## src/rtl/bri_pkg.sv

```systemverilog
package bri_pkg;
    typedef enum logic {
        EP_IDLE  = 1'b0,
        EP_READY = 1'b1
    } ep_state_e;
endpackage

```

## src/rtl/bri_vld_track.sv

```systemverilog
module bri_vld_track #(
    parameter int NUM_EP = 6
) (
    input  logic              clk,
    input  logic              rst_n,
    input  logic [NUM_EP-1:0] buf_valid,
    input  logic [NUM_EP-1:0] buf_clr,
    input  logic [NUM_EP-1:0] data_en,
    output logic [NUM_EP-1:0] v_rise,
    output logic [NUM_EP-1:0] v_fall,
    output logic [NUM_EP-1:0] de_rise
);
    logic [NUM_EP-1:0] clr_mask_q;
    logic [NUM_EP-1:0] eff_valid;
    logic [NUM_EP-1:0] eff_valid_q;
    logic [NUM_EP-1:0] data_en_q;

    // mask survives the strobe until the raw valid input drops
    assign eff_valid = buf_valid & ~buf_clr & ~clr_mask_q;

    always_ff @(posedge clk) begin
        if (!rst_n) begin
            clr_mask_q  <= '0;
            eff_valid_q <= '0;
            data_en_q   <= '0;
        end else begin
            clr_mask_q  <= (clr_mask_q | buf_clr) & buf_valid;
            eff_valid_q <= eff_valid;
            data_en_q   <= data_en;
        end
    end

    always_comb begin
        v_rise  = eff_valid & ~eff_valid_q;
        v_fall  = ~eff_valid & eff_valid_q;
        de_rise = data_en & ~data_en_q;
    end
endmodule

```

## src/rtl/bri_rule.sv

```systemverilog
module bri_rule #(
    parameter int NUM_EP = 6,
    localparam int SELW = $clog2(NUM_EP + 1)
) (
    input  logic [NUM_EP-1:0] ep_dir,
    input  logic [NUM_EP-1:0] v_rise,
    input  logic [NUM_EP-1:0] v_fall,
    input  logic [NUM_EP-1:0] de_rise,
    input  logic [NUM_EP-1:0] short_drained,
    input  logic [SELW-1:0]   dma_ep,
    input  logic              dma_intm,
    input  logic              rdy_mode,
    input  logic              sts_wr,
    input  logic [NUM_EP-1:0] sts_wdata,
    output logic [NUM_EP-1:0] set_evt,
    output logic [NUM_EP-1:0] clr_evt
);
    for (genvar i = 0; i < NUM_EP; i++) begin : g_ep
        logic quiet;
        logic set_out;
        logic set_in;
        logic auto_clr;
        logic sw_clr;

        assign quiet = (dma_ep == SELW'(i + 1)) && !dma_intm;

        always_comb begin
            set_out  = quiet ? short_drained[i] : v_rise[i];
            set_in   = !quiet && (v_fall[i] || de_rise[i]);
            auto_clr = !rdy_mode && (ep_dir[i] ? v_rise[i] : v_fall[i]);
            sw_clr   = rdy_mode && sts_wr && !sts_wdata[i];
            set_evt[i] = ep_dir[i] ? set_in : set_out;
            clr_evt[i] = auto_clr || sw_clr;
        end
    end
endmodule

```

## src/rtl/bri_ep_fsm.sv

```systemverilog
module bri_ep_fsm
    import bri_pkg::*;
(
    input  logic clk,
    input  logic rst_n,
    input  logic set_evt,
    input  logic clr_evt,
    output logic ready
);
    ep_state_e state_q;
    ep_state_e state_d;

    always_ff @(posedge clk) begin
        if (!rst_n) state_q <= EP_IDLE;
        else        state_q <= state_d;
    end

    always_comb begin
        state_d = state_q;
        unique case (state_q)
            EP_IDLE:  if (set_evt) state_d = EP_READY;
            EP_READY: if (clr_evt && !set_evt) state_d = EP_IDLE;
            default:  state_d = EP_IDLE;
        endcase
    end

    always_comb begin
        ready = (state_q == EP_READY);
    end
endmodule

```

## src/rtl/bri_irq_top.sv

```systemverilog
module bri_irq_top #(
    parameter int NUM_EP = 6,
    localparam int SELW = $clog2(NUM_EP + 1)
) (
    input  logic              clk,
    input  logic              rst_n,
    input  logic [NUM_EP-1:0] ep_dir,
    input  logic [NUM_EP-1:0] buf_valid,
    input  logic [NUM_EP-1:0] data_en,
    input  logic [NUM_EP-1:0] short_drained,
    input  logic [NUM_EP-1:0] buf_clr,
    input  logic [SELW-1:0]   dma_ep,
    input  logic              dma_intm,
    input  logic              rdy_mode,
    input  logic              sts_wr,
    input  logic [NUM_EP-1:0] sts_wdata,
    input  logic              ien_wr,
    input  logic [NUM_EP-1:0] ien_wdata,
    output logic [NUM_EP-1:0] rdy_sts,
    output logic [NUM_EP-1:0] irq_en,
    output logic              irq
);
    logic [NUM_EP-1:0] v_rise;
    logic [NUM_EP-1:0] v_fall;
    logic [NUM_EP-1:0] de_rise;
    logic [NUM_EP-1:0] set_evt;
    logic [NUM_EP-1:0] clr_evt;
    logic [NUM_EP-1:0] ien_q;

    bri_vld_track #(.NUM_EP(NUM_EP)) u_track (
        .clk       (clk),
        .rst_n     (rst_n),
        .buf_valid (buf_valid),
        .buf_clr   (buf_clr),
        .data_en   (data_en),
        .v_rise    (v_rise),
        .v_fall    (v_fall),
        .de_rise   (de_rise)
    );

    bri_rule #(.NUM_EP(NUM_EP)) u_rule (
        .ep_dir        (ep_dir),
        .v_rise        (v_rise),
        .v_fall        (v_fall),
        .de_rise       (de_rise),
        .short_drained (short_drained),
        .dma_ep        (dma_ep),
        .dma_intm      (dma_intm),
        .rdy_mode      (rdy_mode),
        .sts_wr        (sts_wr),
        .sts_wdata     (sts_wdata),
        .set_evt       (set_evt),
        .clr_evt       (clr_evt)
    );

    for (genvar i = 0; i < NUM_EP; i++) begin : g_fsm
        bri_ep_fsm u_fsm (
            .clk     (clk),
            .rst_n   (rst_n),
            .set_evt (set_evt[i]),
            .clr_evt (clr_evt[i]),
            .ready   (rdy_sts[i])
        );
    end

    always_ff @(posedge clk) begin
        if (!rst_n)      ien_q <= '0;
        else if (ien_wr) ien_q <= ien_wdata;
    end

    always_comb begin
        irq_en = ien_q;
        irq    = |(rdy_sts & ien_q);
    end
endmodule

```

## config.mk

```make
export PLATFORM = sky130hd
export DESIGN_NAME = bri_irq_top
export DESIGN_NICKNAME = d
export VERILOG_FILES = /design/src/rtl/bri_pkg.sv /design/src/rtl/bri_vld_track.sv /design/src/rtl/bri_rule.sv /design/src/rtl/bri_ep_fsm.sv /design/src/rtl/bri_irq_top.sv
export SDC_FILE = /design/constraint.sdc
export NUM_CORES = 1
export LEC_CHECK = 0
export BUFFER_PORTS_ARGS = -buffer_cell sky130_fd_sc_hd__buf_2
export CORE_MARGIN = 3
export CORE_UTILIZATION = 45
export DETAILED_ROUTE_END_ITERATION = 6
export HOLD_SLACK_MARGIN = 0.08
export PLACE_DENSITY = 0.76
export SLEW_MARGIN = 20
export SYNTH_ARGS = -nofsm -noshare
export SYNTH_HDL_FRONTEND = slang
export SYNTH_SLANG_ARGS = --single-unit
```

## constraint.sdc

```tcl
create_clock -name clk -period 2.2 [get_ports clk]
set_clock_uncertainty 0.15 [all_clocks]
set_input_delay 0.44 -clock clk [delete_from_list [all_inputs] [get_ports clk]]
set_output_delay 0.44 -clock clk [all_outputs]
set_load 0.1 [all_outputs]
```

# After elaboration in Yosys (flattened, before gate mapping)
# Index checks and enable logic that the tools add are counted.
# totals
register_bits	30
mem_bits_ro	0
latchBits	0
mem_count	0
mem_bits_rw	0
inputBits	51
# classes
n_reduce_logical	64
div_mod_pow	0
n_bitwise	19
order_cmp	0
muxes	36
addsub	0
n_mul	0
n_shift	0
eq_ne	6
# ops
op	n
bitwise AND 6 bit	7
logical AND 1 bit	31
two-way mux 1 bit	30
NOT 6 bit	5
zero test 1 bit	20
logical OR 1 bit	12
one-hot mux 1 bit (2 select lines)	6
equality test 3 bit (second input constant)	3
equality test 3 x 2 -> 1 bit (second input constant)	2
NOT 1 bit	6
OR 6 bit	1
OR reduction 6 bit	1
equality test 3 x 1 -> 1 bit (second input constant)	1

# Depth between registers and ports, before layout
# logic_depth
ltp_word	12
mapped_depth	4
ltp_nobuf	4

# Modules after synthesis
# A second synthesis with hierarchy kept.
# hier_totals
cells_unflattened	159
hier_area_um2	1515.2
# modules_own_cells
mod	seq_area_each_um2	n_inst	area_per_inst_um2	cells_per_inst
bri_vld_track	360.3	1	681.9	67
bri_rule	0.0	1	329.1	51
bri_irq_top	120.1	1	256.5	23
bri_ep_fsm	20.0	6	41.3	3

# Least setup slack after synthesis
# No wires, ideal clock.
# synth_timing
path_kind	register to output
startpoint	register ien_q[3], in the netlist irq_en[3]
endpoint	output port irq
t_arrival_ns	1.949
path_buffers	0
slack_ns	-0.339
required_ns	1.610
path_stages_with_launch	3
path_cell_list	dfxtp_1 a22oi_1 nand3_1
# synth_between
elab_chain_cells	2
# synth_rtl
item	line	text
start, declared	bri_irq_top.sv:28	logic [NUM_EP-1:0] ien_q;
start signal, assigned	bri_irq_top.sv:68	else if (ien_wr) ien_q <= ien_wdata;
bitwise AND 6 bit	bri_irq_top.sv:73	irq = |(rdy_sts & ien_q);
OR reduction 6 bit	bri_irq_top.sv:73	
end, declared	bri_irq_top.sv:21	output logic irq
# Every way passes these cells.

# Final worst setup path
# layout_timing
startpoint	register g_fsm[1].u_fsm.state_q
endpoint	output port irq
# layout_between
elab_chain_cells	2
# layout_rtl
item	line	text
start, declared	bri_ep_fsm.sv:10	ep_state_e state_q;
start signal, assigned	bri_ep_fsm.sv:15	else state_q <= state_d;
bitwise AND 6 bit	bri_irq_top.sv:73	
OR reduction 6 bit	bri_irq_top.sv:73	
# Every way passes these cells.

==> impl_metrics.py <==
metrics = {
    "status": {
        "status": "finished, final reports clean",
    },
    "die": {
        "core_um2": 3130,
        "die_y_um": 64.0,
        "initial_core_util_pct": 48.4,
        "io-pin-count": 64,
        "rows": 20,
        "dieArea_um2": 4090,
        "fp.dieW_um": 64.0,
    },
    "clocking": {
        "cts_inserted_buffers": 5,
        "cts-resized-gates": 0,
        "worstSkewPairLatency_ns": 0.31,
        "postCtsSetupBuffers": 0,
        "clockBufferDepth": 2,
        "htreeDepth": 2,
        "cts_root_buffer": "clkbuf_4",
        "cts_tree": "yes",
        "cts.hold.buffers_added": 0,
        "clk_pin_slew_ns": 0.09,
        "cts.sinks": 30,
    },
    "place": {
        "gp_congestion": 0.780,
        "portBuffers": 63,
        "dp_hpwl_um": 2640,
        "place_ws_ns": 0.316,
    },
    "critical_path": {
        "critPathMaxStageDelay_ns": 0.42,
        "crit_type": "flop to output pin",
        "cp.required_ns": 1.61,
        "cp_top_family": "buffers and inverters",
        "cp-start-kind": "flop",
        "crit_buf_inv": 1,
        "worst_ep_arrival_time_ns": 1.29,
        "cp_max_fo": 3,
        "crit_chain": "a22oi_1 -> nand3_2 -> buf_2",
        "critical_path.slowest_cell": "buf_2",
        "end_kind": "output pin",
    },
    "synthesis": {
        "ys_seq_elements": 30,
        "synth.distinct_cells": 27,
        "syn_nets": 216,
        "avgSynthCellArea_um2": 9.17,
        "synth_cells": 165,
        "ys_seq_area_share_pct": 39.7,
        "syn_area_um2": 1510,
        "ys_warn_count": 0,
    },
    "power_and_ir_drop": {
        "p_per_area_nw_per_um2": 652,
        "max-vdd-ir-drop_mv": 0.340,
        "p_leak_nw": 0.898,
    },
    "hold_path": {
        "hold_path.class": "input pin to flop",
    },
    "detailed_routing": {
        "vias_per_cell": 5.22,
        "wirelength_um": 3420,
        "dr.first_iter.drc_count": 36,
        "wl_per_cell_um": 12.8,
        "postRouteAntennaNets": 0,
        "vias": 1399,
        "drc": 0,
        "drt_first_pass_iters": 4,
    },
    "global_routing": {
        "grt_pass1_wl_um": 5700,
        "grt_max_degree": 31,
        "grt_pass1_vias": 1397,
        "overflow": 0,
        "grt_antenna_before_repair": 0,
        "grtUsageTotal_pct": 17.5,
    },
    "sta": {
        "setup_violations": 0,
        "finalWorstSetupSlack_ns": 0.318,
        "fin_crit_ns": 1.88,
        "rsz0062_at_grt": "false",
        "fmax_mhz": 531,
        "tightest_slew_ns": 0.486,
        "finalHoldViolations": 0,
        "fin_crit_sh_pct": 85.5,
        "relSlewSlack_pct": 67.8,
        "fin_tns_setup_ns": 0,
        "slew_viol_final": 0,
    },
    "layout": {
        "n_antenna_cell": 0,
        "finalCoreUtilization_pct": 59.9,
        "syn2layout_area_growth_pct": 23.8,
        "fin_nets": 275,
        "mostFrequentLayoutCells": "buf_2, dfxtp_1, mux2i_1",
        "final_common_cell": "buf_2",
        "final_layout_size_suffix_gt1_share_pct": 34.8,
    },
    "job": {
        "cap_violations": 0,
    },
}
## metrics by stage
step                instances  hold slack, ns  power (W)  cell area [um^2]
floorplan                 165           0.322   0.000866              1520
global placement          261           0.345   0.000943              1830
detailed placement        261           0.355   0.000948              1830
CTS                       268           0.174    0.00124              1870
global route              268           0.173    0.00129              1870
finish                    268           0.185    0.00122              1870
## report_power, final
group | internal (W) | total [W] | switching, W
Clock | 0.000120 | 0.000285 | 0.000164
Sequential | 0.000576 | 0.000598 | 0.0000219
Combinational | 0.000108 | 0.000338 | 0.000229
Total | 0.000805 | 0.00122 | 0.000416
## worst paths after layout
kind	from	endpoint	slack, ns	depth (start not counted)
min reg2reg	u_track.clr_mask_q[5]	u_track.clr_mask_q[5]	0.37	2
min	data_en[3]	u_track.data_en_q[3]	0.18	2
max	g_fsm[1].u_fsm.ready	irq	0.32	3
max reg2reg	u_track.clr_mask_q[2]	g_fsm[2].u_fsm.ready	0.53	4
## area by class of cell
cell class                 instances  area [um^2]
fill                             286         1250
multi-input combinational        122          846
sequential                        30          604
timing repair buffer              63          315
tap                               44         55.1
clock buffer                       7         45.0
inverter                           2         7.51
## sequential cells by signal, summed over array words and instances, names as in the netlist
register	count
u_track.clr_mask_q	6
u_track.data_en_q	6
u_track.eff_valid_q	6
g_fsm.u_fsm.ready	6
irq_en	6
## worst reg2reg max path: cells and delay by family, from the launching register on
family,cells,cell delay (ns)
compound gates,1,0.19
flops,1,0.33
simple gates,3,0.90
## synthesized netlist by cell type
cell	n	area, um^2
nor4b_1	11	96.3
clkbuf_1	5	18.8
and2_1	7	43.8
buf_4	6	45.0
o22ai_1	6	37.5
nand3_1	1	5.00
nor2b_1	11	68.8
or4b_4	1	13.8
nor4_1	1	6.26
and3_1	6	37.5
or3b_2	5	43.8
or4bb_1	3	33.8
or4b_1	2	20.0
o31a_1	1	8.76
nor4bb_1	6	60.1
inv_1	2	7.51
nand2_1	11	41.3
nor2_1	11	41.3
nor3b_1	1	7.51
nor3_1	6	30.0
o211a_1	1	10.0
a21oi_1	5	25.0
o21ai_0	6	30.0
o21a_1	5	37.5
dfxtp_1	30	601
mux2i_1	12	120
a22oi_1	3	22.5
## cell families (layout without fill, tap and decap cells)
family / after synthesis / count (layout) / synth area share [%]
and+or+nand+nor: 83 / 83 / 36.3
DFF: 30 / 30 / 39.7
AOI/OAI and AO/OA: 27 / 27 / 11.3
buffers and inverters: 13 / 72 / 4.71
muxes: 12 / 12 / 7.94
## layer usage
layer,routed length [um],GRT usage [%],share of wire [%]
met1,1540,20.9,45
met2,1650,29.0,48
met3,195,4.04,5.7
met4,30,8.89,0.88
met5,0,0,0
No activity file was read; power rests on OpenSTA's default activity.
